<file path="src/rtl/tlb_pkg.sv">
package tlb_pkg;
  // Permission bits, indexed by {write, user}
  typedef struct packed {
    logic usr_wr;
    logic krn_wr;
    logic usr_rd;
    logic krn_rd;
  } tlb_perm_t;
endpackage

</file>
<file path="src/rtl/tlb_cam.sv">
module tlb_cam #(
  parameter int ENTRIES = 16,
  parameter int VPN_W   = 30,
  parameter int ASN_W   = 8
) (
  input  logic [ENTRIES-1:0]            ent_valid,
  input  logic [ENTRIES-1:0][VPN_W-1:0] ent_vpn,
  input  logic [ENTRIES-1:0][ASN_W-1:0] ent_asn,
  input  logic [VPN_W-1:0]              key_vpn,
  input  logic [ASN_W-1:0]              key_asn,
  output logic [ENTRIES-1:0]            match
);
  for (genvar i = 0; i < ENTRIES; i++) begin : g_cmp
    assign match[i] = ent_valid[i] && (ent_vpn[i] == key_vpn) && (ent_asn[i] == key_asn);
  end
endmodule

</file>
<file path="src/rtl/tlb_perm_chk.sv">
module tlb_perm_chk
  import tlb_pkg::*;
(
  input  tlb_perm_t perm,
  input  logic      is_write,
  input  logic      is_user,
  output logic      allow
);
  logic [3:0] bits;
  assign bits  = perm;
  assign allow = bits[{is_write, is_user}];
endmodule

</file>
<file path="src/rtl/tlb_rr_ptr.sv">
module tlb_rr_ptr #(
  parameter int ENTRIES = 16,
  localparam int IDX_W  = $clog2(ENTRIES)
) (
  input  logic             clk,
  input  logic             rst_n,
  input  logic             clear,
  input  logic             advance,
  output logic [IDX_W-1:0] ptr
);
  always_ff @(posedge clk or negedge rst_n) begin
    if (!rst_n)       ptr <= '0;
    else if (clear)   ptr <= '0;
    else if (advance) ptr <= (ptr == IDX_W'(ENTRIES - 1)) ? '0 : ptr + 1'b1;
  end
endmodule

</file>
<file path="src/rtl/tlb_fa.sv">
module tlb_fa
  import tlb_pkg::*;
#(
  parameter int ENTRIES = 16,
  parameter int VPN_W   = 30,
  parameter int ASN_W   = 8,
  parameter int PPN_W   = 28,
  parameter int OFS_W   = 13,
  localparam int VA_W   = VPN_W + OFS_W,
  localparam int PA_W   = PPN_W + OFS_W,
  localparam int IDX_W  = $clog2(ENTRIES)
) (
  input  logic             clk,
  input  logic             rst_n,
  input  logic             lk_valid,
  output logic             lk_ready,
  input  logic [VA_W-1:0]  lk_va,
  input  logic [ASN_W-1:0] lk_asn,
  input  logic             lk_write,
  input  logic             lk_user,
  output logic             rsp_valid,
  output logic             rsp_hit,
  output logic             rsp_fault,
  output logic [PA_W-1:0]  rsp_pa,
  input  logic             fill_valid,
  input  logic [VPN_W-1:0] fill_vpn,
  input  logic [ASN_W-1:0] fill_asn,
  input  logic [PPN_W-1:0] fill_ppn,
  input  logic [3:0]       fill_perm,
  input  logic             flush_all
);
  logic [ENTRIES-1:0]            valid_q;
  logic [ENTRIES-1:0][VPN_W-1:0] vpn_q;
  logic [ENTRIES-1:0][ASN_W-1:0] asn_q;
  logic [ENTRIES-1:0][PPN_W-1:0] ppn_q;
  tlb_perm_t [ENTRIES-1:0]       perm_q;

  logic [ENTRIES-1:0] lk_hitv;
  logic [ENTRIES-1:0] fl_hitv;
  logic [IDX_W-1:0]   rr_ptr;
  logic               fill_en;
  logic               fill_dup;
  logic               lk_any;
  logic [PPN_W-1:0]   sel_ppn;
  tlb_perm_t          sel_perm;
  logic               sel_allow;
  logic [VPN_W-1:0]   lk_vpn;

  assign lk_ready = 1'b1;
  assign lk_vpn   = lk_va[VA_W-1:OFS_W];

  tlb_cam #(.ENTRIES(ENTRIES), .VPN_W(VPN_W), .ASN_W(ASN_W)) u_cam_lk (
    .ent_valid(valid_q), .ent_vpn(vpn_q), .ent_asn(asn_q),
    .key_vpn(lk_vpn), .key_asn(lk_asn), .match(lk_hitv)
  );

  tlb_cam #(.ENTRIES(ENTRIES), .VPN_W(VPN_W), .ASN_W(ASN_W)) u_cam_fill (
    .ent_valid(valid_q), .ent_vpn(vpn_q), .ent_asn(asn_q),
    .key_vpn(fill_vpn), .key_asn(fill_asn), .match(fl_hitv)
  );

  // Keys are unique, so an AND-OR mux selects the single matching entry
  always_comb begin
    sel_ppn  = '0;
    sel_perm = '0;
    for (int i = 0; i < ENTRIES; i++) begin
      if (lk_hitv[i]) begin
        sel_ppn  = sel_ppn | ppn_q[i];
        sel_perm = sel_perm | perm_q[i];
      end
    end
  end

  assign lk_any = |lk_hitv;

  tlb_perm_chk u_perm (
    .perm(sel_perm), .is_write(lk_write), .is_user(lk_user), .allow(sel_allow)
  );

  assign fill_en  = fill_valid && !flush_all;
  assign fill_dup = |fl_hitv;

  tlb_rr_ptr #(.ENTRIES(ENTRIES)) u_rr (
    .clk(clk), .rst_n(rst_n), .clear(flush_all),
    .advance(fill_en && !fill_dup), .ptr(rr_ptr)
  );

  for (genvar i = 0; i < ENTRIES; i++) begin : g_ent
    logic wr_here;
    assign wr_here = fill_en && (fill_dup ? fl_hitv[i] : (rr_ptr == IDX_W'(i)));

    always_ff @(posedge clk or negedge rst_n) begin
      if (!rst_n)         valid_q[i] <= 1'b0;
      else if (flush_all) valid_q[i] <= 1'b0;
      else if (wr_here)   valid_q[i] <= 1'b1;
    end

    always_ff @(posedge clk) begin
      if (wr_here) begin
        vpn_q[i]  <= fill_vpn;
        asn_q[i]  <= fill_asn;
        ppn_q[i]  <= fill_ppn;
        perm_q[i] <= tlb_perm_t'(fill_perm);
      end
    end
  end

  always_ff @(posedge clk or negedge rst_n) begin
    if (!rst_n) begin
      rsp_valid <= 1'b0;
      rsp_hit   <= 1'b0;
      rsp_fault <= 1'b0;
      rsp_pa    <= '0;
    end else begin
      rsp_valid <= lk_valid;
      rsp_hit   <= lk_valid && lk_any;
      rsp_fault <= lk_valid && lk_any && !sel_allow;
      rsp_pa    <= (lk_valid && lk_any && sel_allow) ? {sel_ppn, lk_va[OFS_W-1:0]} : '0;
    end
  end
endmodule

</file>
<file path="config.mk">
export PLATFORM = sky130hd
export DESIGN_NAME = tlb_fa
export DESIGN_NICKNAME = d
export VERILOG_FILES = /design/src/rtl/tlb_pkg.sv /design/src/rtl/tlb_cam.sv /design/src/rtl/tlb_perm_chk.sv /design/src/rtl/tlb_rr_ptr.sv /design/src/rtl/tlb_fa.sv
export SDC_FILE = /design/constraint.sdc
export NUM_CORES = 2
export LEC_CHECK = 0
export BUFFER_PORTS_ARGS = -buffer_cell sky130_fd_sc_hd__buf_2
export CORE_MARGIN = 10
export CORE_UTILIZATION = 60
export CTS_BUF_LIST = sky130_fd_sc_hd__clkbuf_8
export CTS_CLUSTER_SIZE = 8
export DETAILED_ROUTE_END_ITERATION = 8
export GPL_TIMING_DRIVEN = 0
export HOLD_SLACK_MARGIN = 0.1
export PLACE_DENSITY_LB_ADDON = 0.3
export SLEW_MARGIN = 30
export SYNTH_ARGS = -nofsm -noshare
export SYNTH_HDL_FRONTEND = slang
export SYNTH_SLANG_ARGS = --single-unit
</file>
<file path="constraint.sdc">
create_clock -name clk -period 19.9 [get_ports clk]
set_clock_uncertainty 0.2 [all_clocks]
set_input_delay 3.98 -clock clk [delete_from_list [all_inputs] [get_ports clk]]
set_output_delay 3.98 -clock clk [all_outputs]
set_load 0.01 [all_outputs]
</file>
==> key figures <==
Status
  • Outcome: finished clean

Synthesis
  • Synthesized cell area: 53420 um^2
  • Post-synth top flop: edfxtp_1
  • Synth Area per Inst: 15.24 um^2
  • Syn_nets: 3638
  • Total number of yosys warnings: 0
  • Ys async rst share: 0.05405
  • Post-synth EDFFs: 1120
  • #FFs+latches synth: 1184
  • Library cells used by synthesis: 53
  • Register area share after synthesis: 0.6595
  • Post-synthesis instance total: 3506

Timing
  • Unrepaired setup endpoints after global routing: no
  • Post-layout min period: 9623 ps
  • Fin crit share: 0.4836
  • Fmax: 0.1039 GHz
  • Setup_tns: 0 ps
  • Final WS setup: 10280 ps
  • Rel. slew slack: 0.2501
  • Fin. Hold Viols: 0
  • Final Max Tran Viols: 0
  • Hold WS: 315.6 ps
  • Slew @ Worst Pin: 1125 ps
  • Final setup vio count: 0

Drt
  • Vias per inst: 7.355
  • Initial DRC Count: 9427
  • DR pass1 iterations: 9
  • WL per Instance: 42.21 um
  • # DRC: 0
  • Antenna Violating Nets Remaining: 0
  • Total Wirelength: 221400 um
  • Detailed-route via count: 38590

Setup path
  • Critical path capture point type: register
  • Flop-to-flop setup slack: 14960 ps
  • Crit-path slowest cell: buf_2
  • Setup CP Type: input port to register
  • Critical Path AT: 10010 ps
  • Startpoint Class: input port
  • Worst-path fanout max: 18
  • Worst-path cell chain: buf_2, buf_2, buf_2, inv_1, o22ai_1, nor4_1, nand4_1, nand4_1, or4_1, buf_2, nor3_1, nand2_1, o21ai_4, buf_16, buf_16, buf_16, buf_16
  • Family with the most delay on the worst path: buffers and inverters
  • Crit path required time: 20290 ps
  • Worst path bufs/invs: 9
  • Reg2reg path depth: 14
  • Worst r2r dst: ppn_q[137]$_DFFE_PP_
  • Reg2reg start: vpn_q[294]$_DFFE_PP_
  • CP max stage delay: 790 ps

CTS
  • Clock Latency Late Sink: 940 ps
  • Sink Count: 1184
  • Htree depth: 4
  • Post-CTS Setup Inserts: 0
  • TritonCTS clock tree: built
  • CTS Root Cell: clkbuf_8
  • CTS buffer count: 189
  • Hold_buf cts: 0
  • CTS Buffer Depth: 3
  • Worst-path clk slew: 60 ps
  • Post-cts resize count: 0

Finish
  • Reg area: 35230 um^2
  • Area growth syn-to-layout: 14.77%
  • Most common cell after layout, fill and taps aside: edfxtp_1
  • Area of the multi-input gates: 17180 um^2
  • Most frequent cells in the layout: edfxtp_1, xnor2_1, xor2_1
  • Layout cell share with drive strength beyond 1: 0.1711
  • Fill cell count: 5805
  • Nets: 4039

GRT
  • Total gr overflow: 0
  • Vias in the first global route: 36440
  • Largest net degree at the start of global routing: 35
  • Initial antenna violation count: 22
  • First-pass GRT wire length: 293100 um
  • Tot GR Track Use: 0.4217

Flow run
  • Max-Cap Viols: 0

Power and ir drop
  • PD cells: 84.20 nW/um^2
  • P_leak: 20.19 nW
  • Worst IR Drop VDD: 69.02 uV

Hold path
  • Hold EP: valid_q[9]$_DFFE_PN0P_
  • Worst Hold Depth: 1
  • Hold WC Path Type: register to register
  • Worst Min Path Start: valid_q[9]$_DFFE_PN0P_

Floorplanning
  • Die H: 318.4 um
  • Site row count: 109
  • Core area: 88370 um^2
  • Die ar.: 101400 um^2
  • Initial core utilization: 0.6045
  • I/O pin total: 173
  • DIE WIDTH: 318.4 um

Placed design
  • PortBufs: 133
  • Routability cong.: 1.037
  • Pre-CTS setup slack: 9968 ps
  • DP HPWL: 136200 um
[report_power, final]
part | total (mW) | switching (mW) | internal, mW
combinational | 0.428 | 0.319 | 0.109
clock | 1.98 | 1.03 | 0.949
sequential | 2.75 | 0.00915 | 2.74
total | 5.16 | 1.36 | 3.80
[worst reg2reg max path, delay by kind of cell, from the launching register on]
family | cells | cell delay [ps]
XOR/XNOR | 1 | 270
AO/OA/AOI/OAI | 1 | 290
AND/OR/NAND/NOR | 7 | 2400
flip-flops | 1 | 430
buffers and inverters | 5 | 1020
[cell type report]
class	count	area share
Antenna cell	20	0.0008163
Sequential cell	1184	0.5746
Clock buffer	198	0.04445
Clock inverter	147	0.01249
Multi-Input combinational cell	2081	0.2802
Inverter	29	0.001775
Buffer	212	0.01959
Timing Repair Buffer	210	0.04224
Tap cell	1165	0.02377
[worst max-delay path by stage]
stage                            start                   end  slack (ps)  cells after the start
final                      fill_asn[7]  ppn_q[137]$_DFFE_PP_       10280                     17
after global routing      fill_vpn[21]  ppn_q[137]$_DFFE_PP_       10690                     17
after CTS                  fill_asn[7]  ppn_q[137]$_DFFE_PP_       10890                     17
after detailed placement   fill_asn[7]  ppn_q[133]$_DFFE_PP_        9970                     17
after global placement    fill_vpn[10]  ppn_q[186]$_DFFE_PP_        2350                      8
after floorplan           fill_vpn[28]   asn_q[48]$_DFFE_PP_        9090                      7
[flip-flops by register name (all words and copies together) (netlist names)]
| signal | count |
|---|---|
| vpn_q | 480 |
| ppn_q | 448 |
| asn_q | 128 |
| perm_q | 64 |
| rsp_pa | 41 |
| valid_q | 16 |
| u_rr.ptr | 4 |
| rsp_fault | 1 |
| rsp_hit | 1 |
| rsp_valid | 1 |
[Yosys cell counts, types with 15 or more instances]
library cell	n	area [um^2]
nor2_1	20	75.07
nor4_1	140	875.8
nand3_1	28	140.1
a22o_1	116	1016
nor2b_1	20	125.1
buf_2	123	615.6
dfrtp_1	64	1602
a41oi_2	29	471.7
clkbuf_1	36	135.1
xor2_1	403	3530
edfxtp_1	1120	33630
inv_1	28	105.1
o21ai_0	15	75.07
nand4_1	244	1526
nand2_1	16	60.06
xnor2_1	791	6928
a221oi_1	112	980.9
buf_4	35	262.8
nor3_1	16	80.08
and3_1	23	143.9
[routing by layer]
layer | GRT usage | part of all wire | vias to the layer above
met5 | 0.008205 | 0.00066 | -
met4 | 0.2783 | 0.080 | 8
met3 | 0.2409 | 0.20 | 1077
met2 | 0.5577 | 0.40 | 4787
met1 | 0.5168 | 0.32 | 18570
li1 | - | - | 14140
[metrics by stage]
step,utilization,total power [mW],std cells,instance area [um^2]
after floorplan,-,2.988,3506,53420
after global placement,0.6285,3.181,4804,55540
after detailed placement,0.6532,3.192,4881,57730
after CTS,0.6927,5.097,5226,61220
after global routing,0.6934,5.234,5232,61280
final,0.6938,5.162,5246,61310
[logic make-up after synthesis]
group / count (synthesis) / share of synthesized area
buf+inv: 241 / 0.02410
mux: 3 / 0.0005621
simple gates: 536 / 0.06101
compound gates: 343 / 0.05801
flops: 1184 / 0.6595
xor+xnor: 1194 / 0.1958
fa+ha+maj: 4 / 0.0009369
other cells: 1 / 0.00007020
(Power assumes the default switching activity.)
